--- src/rtl/ordrev_pkg.sv ---
// Package ordrev_pkg
// Shared defaults and the stack identifier type for the order reverser.
// Assumes: exactly two stacks, which take turns in the write and read roles.
package ordrev_pkg;
    localparam int SMP_W_DEF  = 10;
    localparam int DEPTH_DEF  = 16;
    localparam int NUM_STACKS = 2;

    typedef enum logic {
        STK_A = 1'b0,
        STK_B = 1'b1
    } stk_id_e;
endpackage

--- src/rtl/ordrev_fall_det.sv ---
// Module ordrev_fall_det
// Finds a high-to-low transition of the block strobe. The strobe is compared
// with its value at the previous advancing clock, so a pulse that happens
// entirely during a hold is never seen.
// Assumes: blk_strb is synchronous to clk.
module ordrev_fall_det (
    input  logic clk,
    input  logic rst_n,
    input  logic adv,
    input  logic strb,
    output logic fall
);
    logic prev_q;

    // Remember the strobe value from the last advancing edge.
    always_ff @(posedge clk) begin
        if (!rst_n)
            prev_q <= 1'b0;
        else if (adv)
            prev_q <= strb;
    end

    // An edge counts only on an advancing cycle.
    always_comb fall = adv && prev_q && !strb;

    // after a detected edge the strobe is low, so the next cycle holds no edge.
    a_r3_single_fall: assert property (@(posedge clk) disable iff (!rst_n)
        fall |=> !fall);
endmodule

--- src/rtl/ordrev_lifo.sv ---
// Module ordrev_lifo
// One LIFO stack. Its top entry is always visible and reads as zero when the
// stack is empty. A clear empties the stack and may load one new sample as
// its first entry in the same cycle.
// Assumes: push and pop are never asserted together (the caller gives each
// stack a single role per cycle).
module ordrev_lifo #(
    parameter int W     = 10,
    parameter int DEPTH = 16
) (
    input  logic         clk,
    input  logic         rst_n,
    input  logic         clr,
    input  logic         push,
    input  logic         pop,
    input  logic [W-1:0] din,
    output logic [W-1:0] top,
    output logic         empty,
    output logic         full
);
    localparam int CNT_W = $clog2(DEPTH + 1);
    localparam int IDX_W = (DEPTH > 1) ? $clog2(DEPTH) : 1;
    localparam logic [CNT_W-1:0] CNT_MAX = CNT_W'(DEPTH);

    logic [W-1:0]     mem [DEPTH];
    logic [CNT_W-1:0] cnt_q;
    logic [CNT_W-1:0] top_pos;
    logic [CNT_W-1:0] wr_pos;

    // Status flags and the read address of the newest entry.
    always_comb begin
        empty   = (cnt_q == '0);
        full    = (cnt_q == CNT_MAX);
        top_pos = cnt_q - CNT_W'(1);
        wr_pos  = clr ? '0 : cnt_q;
    end

    // The top entry is shown, or zero when nothing is stored.
    always_comb top = empty ? '0 : mem[top_pos[IDX_W-1:0]];

    // Store the pushed sample; a push onto a full stack is dropped.
    always_ff @(posedge clk) begin
        if (push && (clr || !full))
            mem[wr_pos[IDX_W-1:0]] <= din;
    end

    // Track the fill level through clear, push and pop.
    always_ff @(posedge clk) begin
        if (!rst_n)
            cnt_q <= '0;
        else if (clr)
            cnt_q <= push ? CNT_W'(1) : '0;
        else if (push && !full)
            cnt_q <= cnt_q + CNT_W'(1);
        else if (pop && !empty)
            cnt_q <= cnt_q - CNT_W'(1);
    end

    // the fill level never goes past the stack depth.
    a_r7_no_overflow: assert property (@(posedge clk) disable iff (!rst_n)
        cnt_q <= CNT_MAX);

    // a push onto a full stack leaves the level at the depth.
    a_r7_full_drops: assert property (@(posedge clk) disable iff (!rst_n)
        (full && push && !clr) |=> full);

    // One role per stack per cycle.
    a_r4_single_role: assert property (@(posedge clk) disable iff (!rst_n)
        !(push && pop));
endmodule

--- src/rtl/ordrev_ctrl.sv ---
// Module ordrev_ctrl
// Holds which stack has the write role and works out the roles for the
// current cycle. On a swap cycle the roles are already exchanged, so the
// stack that was just filled is read at once and the other stack is cleared
// and loaded.
// Assumes: fall is asserted only on advancing cycles.
module ordrev_ctrl (
    input  logic                clk,
    input  logic                rst_n,
    input  logic                rev_en,
    input  logic                fall,
    output logic                swap,
    output ordrev_pkg::stk_id_e wr_sel,
    output ordrev_pkg::stk_id_e rd_sel
);
    import ordrev_pkg::*;

    stk_id_e wsel_q;

    // A swap needs reversal mode and a detected strobe fall.
    always_comb swap = rev_en && fall;

    // Roles for this cycle, exchanged at once on a swap.
    always_comb begin
        wr_sel = swap ? stk_id_e'(~wsel_q) : wsel_q;
        rd_sel = stk_id_e'(~wr_sel);
    end

    // Keep the write-role owner across cycles.
    always_ff @(posedge clk) begin
        if (!rst_n)
            wsel_q <= STK_A;
        else
            wsel_q <= wr_sel;
    end

    // with reversal off the write-role owner does not change.
    a_r9_no_swap_bypass: assert property (@(posedge clk) disable iff (!rst_n)
        !rev_en |=> (wsel_q == $past(wsel_q)));
endmodule

--- src/rtl/order_reverser.sv ---
// Module order_reverser
// Feedback unit between the forward and reverse sample chains. In reversal
// mode the samples go to the stack with the write role while the other stack
// is popped onto the output. A strobe falling edge exchanges the roles. In
// bypass mode the samples go through the output register unchanged.
// Assumes: all inputs are synchronous to clk.
module order_reverser #(
    parameter int SMP_W = ordrev_pkg::SMP_W_DEF,
    parameter int DEPTH = ordrev_pkg::DEPTH_DEF
) (
    input  logic             clk,
    input  logic             rst_n,
    input  logic [SMP_W-1:0] smp_in,
    input  logic             hold,
    input  logic             blk_strb,
    input  logic             keep_order,
    output logic [SMP_W-1:0] smp_out
);
    import ordrev_pkg::*;

    logic             adv;
    logic             rev_en;
    logic             fall;
    logic             swap;
    stk_id_e          wr_sel;
    stk_id_e          rd_sel;
    logic [SMP_W-1:0] stk_top   [NUM_STACKS];
    logic             stk_empty [NUM_STACKS];
    logic             stk_full  [NUM_STACKS];
    logic [SMP_W-1:0] rd_top;
    logic             rd_empty;
    logic [SMP_W-1:0] out_q;

    // Data moves only when not held; the reversal control is active low.
    always_comb begin
        adv    = !hold;
        rev_en = !keep_order;
    end

    ordrev_fall_det u_fall (
        .clk   (clk),
        .rst_n (rst_n),
        .adv   (adv),
        .strb  (blk_strb),
        .fall  (fall)
    );

    ordrev_ctrl u_ctrl (
        .clk    (clk),
        .rst_n  (rst_n),
        .rev_en (rev_en),
        .fall   (fall),
        .swap   (swap),
        .wr_sel (wr_sel),
        .rd_sel (rd_sel)
    );

    // The input steering gives each stack its push, pop and clear.
    for (genvar g = 0; g < NUM_STACKS; g++) begin : g_stk
        localparam stk_id_e ID = stk_id_e'(g);
        logic s_push;
        logic s_pop;
        logic s_clr;

        // Steer this stack according to its role in this cycle.
        always_comb begin
            s_push = adv && rev_en && (wr_sel == ID);
            s_pop  = adv && rev_en && (rd_sel == ID);
            s_clr  = swap && (wr_sel == ID);
        end

        ordrev_lifo #(
            .W     (SMP_W),
            .DEPTH (DEPTH)
        ) u_lifo (
            .clk   (clk),
            .rst_n (rst_n),
            .clr   (s_clr),
            .push  (s_push),
            .pop   (s_pop),
            .din   (smp_in),
            .top   (stk_top[g]),
            .empty (stk_empty[g]),
            .full  (stk_full[g])
        );
    end

    // Output mux: the top of the read stack in reversal mode.
    always_comb begin
        rd_top   = stk_top[rd_sel];
        rd_empty = stk_empty[rd_sel];
    end

    // Output register, which is also the one-stage bypass delay.
    always_ff @(posedge clk) begin
        if (!rst_n)
            out_q <= '0;
        else if (adv)
            out_q <= keep_order ? smp_in : rd_top;
    end

    assign smp_out = out_q;

    // bypass gives the input back one clock later.
    a_r2_bypass_delay: assert property (@(posedge clk) disable iff (!rst_n)
        (keep_order && !hold) |=> (smp_out == $past(smp_in)));

    // a held cycle leaves the output unchanged.
    a_r6_hold_stable: assert property (@(posedge clk) disable iff (!rst_n)
        hold |=> $stable(smp_out));

    // reading an empty stack gives zero.
    a_r5_empty_zero: assert property (@(posedge clk) disable iff (!rst_n)
        (!hold && !keep_order && rd_empty) |=> (smp_out == '0));

    // a swap never happens on a held cycle.
    a_r3_swap_advances: assert property (@(posedge clk) disable iff (!rst_n)
        swap |-> !hold);
endmodule

--- config.mk ---
export PLATFORM = sky130hd
export DESIGN_NAME = order_reverser
export DESIGN_NICKNAME = d
export VERILOG_FILES = /design/src/rtl/ordrev_pkg.sv /design/src/rtl/ordrev_fall_det.sv /design/src/rtl/ordrev_lifo.sv /design/src/rtl/ordrev_ctrl.sv /design/src/rtl/order_reverser.sv
export SDC_FILE = /design/constraint.sdc
export NUM_CORES = 1
export LEC_CHECK = 0
export BUFFER_PORTS_ARGS = -buffer_cell sky130_fd_sc_hd__buf_4
export CORE_MARGIN = 1
export CORE_UTILIZATION = 32
export DETAILED_ROUTE_END_ITERATION = 7
export PLACE_DENSITY_LB_ADDON = 0.12
export SLEW_MARGIN = 40
export SYNTH_ARGS = -nofsm -noshare
export SYNTH_HDL_FRONTEND = slang
export SYNTH_SLANG_ARGS = --single-unit
--- constraint.sdc ---
create_clock -name clk -period 6.88 [get_ports clk]
set_clock_uncertainty 0.2 [all_clocks]
set_input_delay 0.344 -clock clk [delete_from_list [all_inputs] [get_ports clk]]
set_output_delay 0.344 -clock clk [all_outputs]
set_load 0.01 [all_outputs]
==> impl_metrics.json <==
{
  "setup_viol": 0,
  "insertion_delay_ns": 0.53,
  "drt_first_pass_iters": 5,
  "swShare_pct": 24.1,
  "drcViolationCount": 0,
  "hold_slack_ns": 0.0805,
  "cp_slowest_stage_delay_ns": 0.84,
  "path_depth": 11,
  "io_pins": 25,
  "ys_seq_area_share_pct": 72.9,
  "globalRouteOverflowTotal": 0,
  "holdPathStages": 1,
  "globalplace.congestion": 0.814,
  "hold-path-endpoint": "g_stk[1].u_lifo.mem[1][8]",
  "post_cts_buffers": 0,
  "critPathKind": "flop to flop",
  "post-route-period-util_pct": 66.3,
  "synth.avg_cell_area_um2": 18.2,
  "avgRoutedWirePerCell_um": 24.6,
  "post_dp_cell_area_um2": 14700,
  "outcome": "completed",
  "htree_num_levels": 2,
  "clock.fmax_mhz": 219,
  "synth_flop_cell": "edfxtp_1",
  "cts_tree": "done",
  "grt_pass1_wl_um": 49900,
  "critPathMaxFanout": 28,
  "p_int_mw": 3.64,
  "rr_worst_depth": 11,
  "p_leak_nw": 4.94,
  "totalWireLength_um": 33400,
  "nets": 814,
  "die_y_um": 210,
  "min_from": "smp_in[8]",
  "grt_max_degree": 49,
  "drive_above_1_share_pct": 24.9,
  "p_seq_share_pct": 48.5,
  "rows": 75,
  "clk_pin_slew_ns": 0.06,
  "utilization_pct": 37.6,
  "ys_types": 54,
  "rsz0062_at_grt": "false",
  "die_area_um2": 43900,
  "area_growth_pct": 15.3,
  "r2r_slack_ns": 2.32,
  "path_common_cell": "nand2_1",
  "slew_headroom_pct": 48.3,
  "dieWidth_um": 210,
  "clock_power_share_pct": 39.8,
  "synthesis.nets": 779,
  "tns_ns": 0,
  "grt_usage_pct": 15.5,
  "async_flop_share_pct": 0,
  "r2r-start": "g_stk[1].u_lifo.cnt_q[0]",
  "power.switching_mw": 1.16,
  "numClockSinks": 342,
  "layout_commonest_cell": "edfxtp_1",
  "design_area_um2": 15900,
  "cts_buffers": 38,
  "antenna_left": 0,
  "viasPerCell": 5.19,
  "maxCapViolCount": 0,
  "crit_required_ns": 7.08,
  "portBuffers": 24,
  "combPwrFrac_pct": 11.7,
  "synthCells": 758,
  "vdd_drop_max_mv": 0.178,
  "root_buffer": "clkbuf_16",
  "hold_viol": 0,
  "crit_family": "buffers and inverters",
  "tightest_slew_ns": 0.770,
  "synth_edf_count": 320,
  "drv_slew": 0,
  "cts_resized": 0,
  "end_kind": "flop",
  "core_area_um2": 42200,
  "grt_pass1_vias": 7396,
  "ys_ff_latch": 342,
  "mostFrequentLayoutCells": "edfxtp_1 (320), mux4_2 (77), nand2_1 (58)",
  "critical_path_buf_inv_count": 4,
  "yosysWarningCount": 0,
  "vias": 7042,
  "cts_buffer_depth": 3,
  "dp_hpwl_um": 20500,
  "cp_cell_sequence": "buf_12 > inv_1 > ha_1 > buf_4 > mux4_2 > nand2_1 > nand2_1 > o211ai_1 > nand4_1 > o2111a_1 > dlygate4sd3_1",
  "netlist_area_um2": 13800,
  "fin_crit_ns": 4.56,
  "arrival_ns": 4.77,
  "antenna_found_initial": 0,
  "initial_core_util_pct": 32.6,
  "drtIter0Drc": 487,
  "fillCellCount": 3923,
  "reg2reg_to": "smp_out[8]",
  "p_per_area_nw_per_um2": 302,
  "cp_slowest_cell": "ha_1",
  "startpoint_type": "flop",
  "holdCritPathClass": "input port to flop"
}
## worst register-to-register path, cell delays in order, from the launching register on
cell           delay (ns)
dfxtp_4              0.69
buf_12               0.30
inv_1                0.23
ha_1                 0.84
buf_4                0.50
mux4_2               0.39
nand2_1              0.09
nand2_1              0.07
o211ai_1             0.22
nand4_1              0.20
o2111a_1             0.16
dlygate4sd3_1        0.54
## how the worst max path moves through the flow
stage | startpoint | end | slack, ns
2_1_floorplan | hold | g_stk[1].u_lifo.mem[6][0] | 2.86
3_3_place_gp | hold | g_stk[1].u_lifo.mem[5][0] | 2.41
3_5_place_dp | hold | g_stk[1].u_lifo.mem[11][4] | 2.26
4_1_cts | g_stk[1].u_lifo.cnt_q[0] | smp_out[8] | 2.25
5_1_grt | g_stk[1].u_lifo.cnt_q[0] | smp_out[8] | 2.04
6_report | g_stk[1].u_lifo.cnt_q[0] | smp_out[8] | 2.32
## cells in the mapped netlist, types with 3 or more instances
| master | number | area, um2 |
|---|---|---|
| o22ai_1 | 9 | 56.3 |
| nor2_1 | 38 | 143 |
| o211ai_1 | 3 | 22.5 |
| buf_4 | 4 | 30.0 |
| o21ai_1 | 3 | 15.0 |
| buf_1 | 3 | 11.3 |
| a21oi_1 | 38 | 190 |
| or3_1 | 4 | 25.0 |
| o21ai_0 | 7 | 35.0 |
| a211oi_1 | 3 | 22.5 |
| nor2b_1 | 5 | 31.3 |
| a311oi_1 | 3 | 26.3 |
| mux4_2 | 77 | 1730 |
| nand2b_1 | 4 | 25.0 |
| mux2i_1 | 24 | 240 |
| ha_1 | 6 | 75.1 |
| dfxtp_1 | 22 | 440 |
| buf_2 | 14 | 70.1 |
| nor3_1 | 16 | 80.1 |
| nand3_1 | 8 | 40.0 |
| o221ai_1 | 9 | 78.8 |
| edfxtp_1 | 320 | 9610 |
| xor2_1 | 3 | 26.3 |
| nand2_1 | 58 | 218 |
| xnor2_1 | 6 | 52.6 |
| inv_1 | 7 | 26.3 |
| clkbuf_1 | 26 | 97.6 |
| nand4_1 | 4 | 25.0 |
## what timing repair did
action / in CTS / in global routing
endpoints found under the setup margin: 0 / 0
hold endpoints to repair: 14 / 0
hold buffers: 6 / 0
## cells by family (layout without fill, tap and decap cells)
| group | Yosys count | after routing | synth area share (%) |
|---|---|---|---|
| AOI/OAI and AO/OA | 85 | 85 | 3.98 |
| xor gates and xnor gates | 10 | 10 | 0.690 |
| adders and majority gates | 6 | 6 | 0.545 |
| buffers and inverters | 56 | 116 | 1.87 |
| DFF | 342 | 342 | 72.9 |
| muxes | 102 | 102 | 14.5 |
| other | 0 | 1 | 0 |
| and+or+nand+nor | 157 | 157 | 5.51 |
## per-stage QoR
stage | std cells | worst slack, ns | total power [mW]
after floorplan | 758 | 2.86 | 2.73
after global placement | 1283 | 2.41 | 2.93
after detailed placement | 1286 | 2.26 | 2.94
after CTS | 1357 | 2.25 | 4.85
after global routing | 1357 | 2.04 | 4.96
final | 1358 | 2.32 | 4.80
## state kept, by name, indices dropped and copies added, names as in the netlist
register / count
g_stk.u_lifo.mem: 320
smp_out: 10
u_ctrl.wsel_q: 1
g_stk.u_lifo.cnt_q: 10
u_fall.prev_q: 1
## power groups by stage
stage,clock [mW],combinational (mW),sequential [mW]
final,1.91,0.561,2.33
after global placement,0,0.546,2.38
after CTS,1.95,0.574,2.33
after detailed placement,0,0.570,2.37
after floorplan,0,0.378,2.35
after global routing,2.02,0.606,2.33
## final cells by class
cell class,count,area [um2],share of cell area (%)
antenna,1,2.50,0.0157
tap,539,674,4.24
multi-input combinational,360,3630,22.8
clock buffer,50,1030,6.46
timing repair buffer,44,362,2.27
inverter,7,26.3,0.165
sequential,342,10100,63.2
clock inverter,15,123,0.771
## per-layer routing
layer	vias to the layer above	wire length [um]	track usage, %
met5	-	0	0
met4	0	763	4.51
met3	50	1510	2.92
met2	168	16000	25.3
met1	3701	15100	21.3
li1	3123	-	-
(Power assumes the default switching activity.)
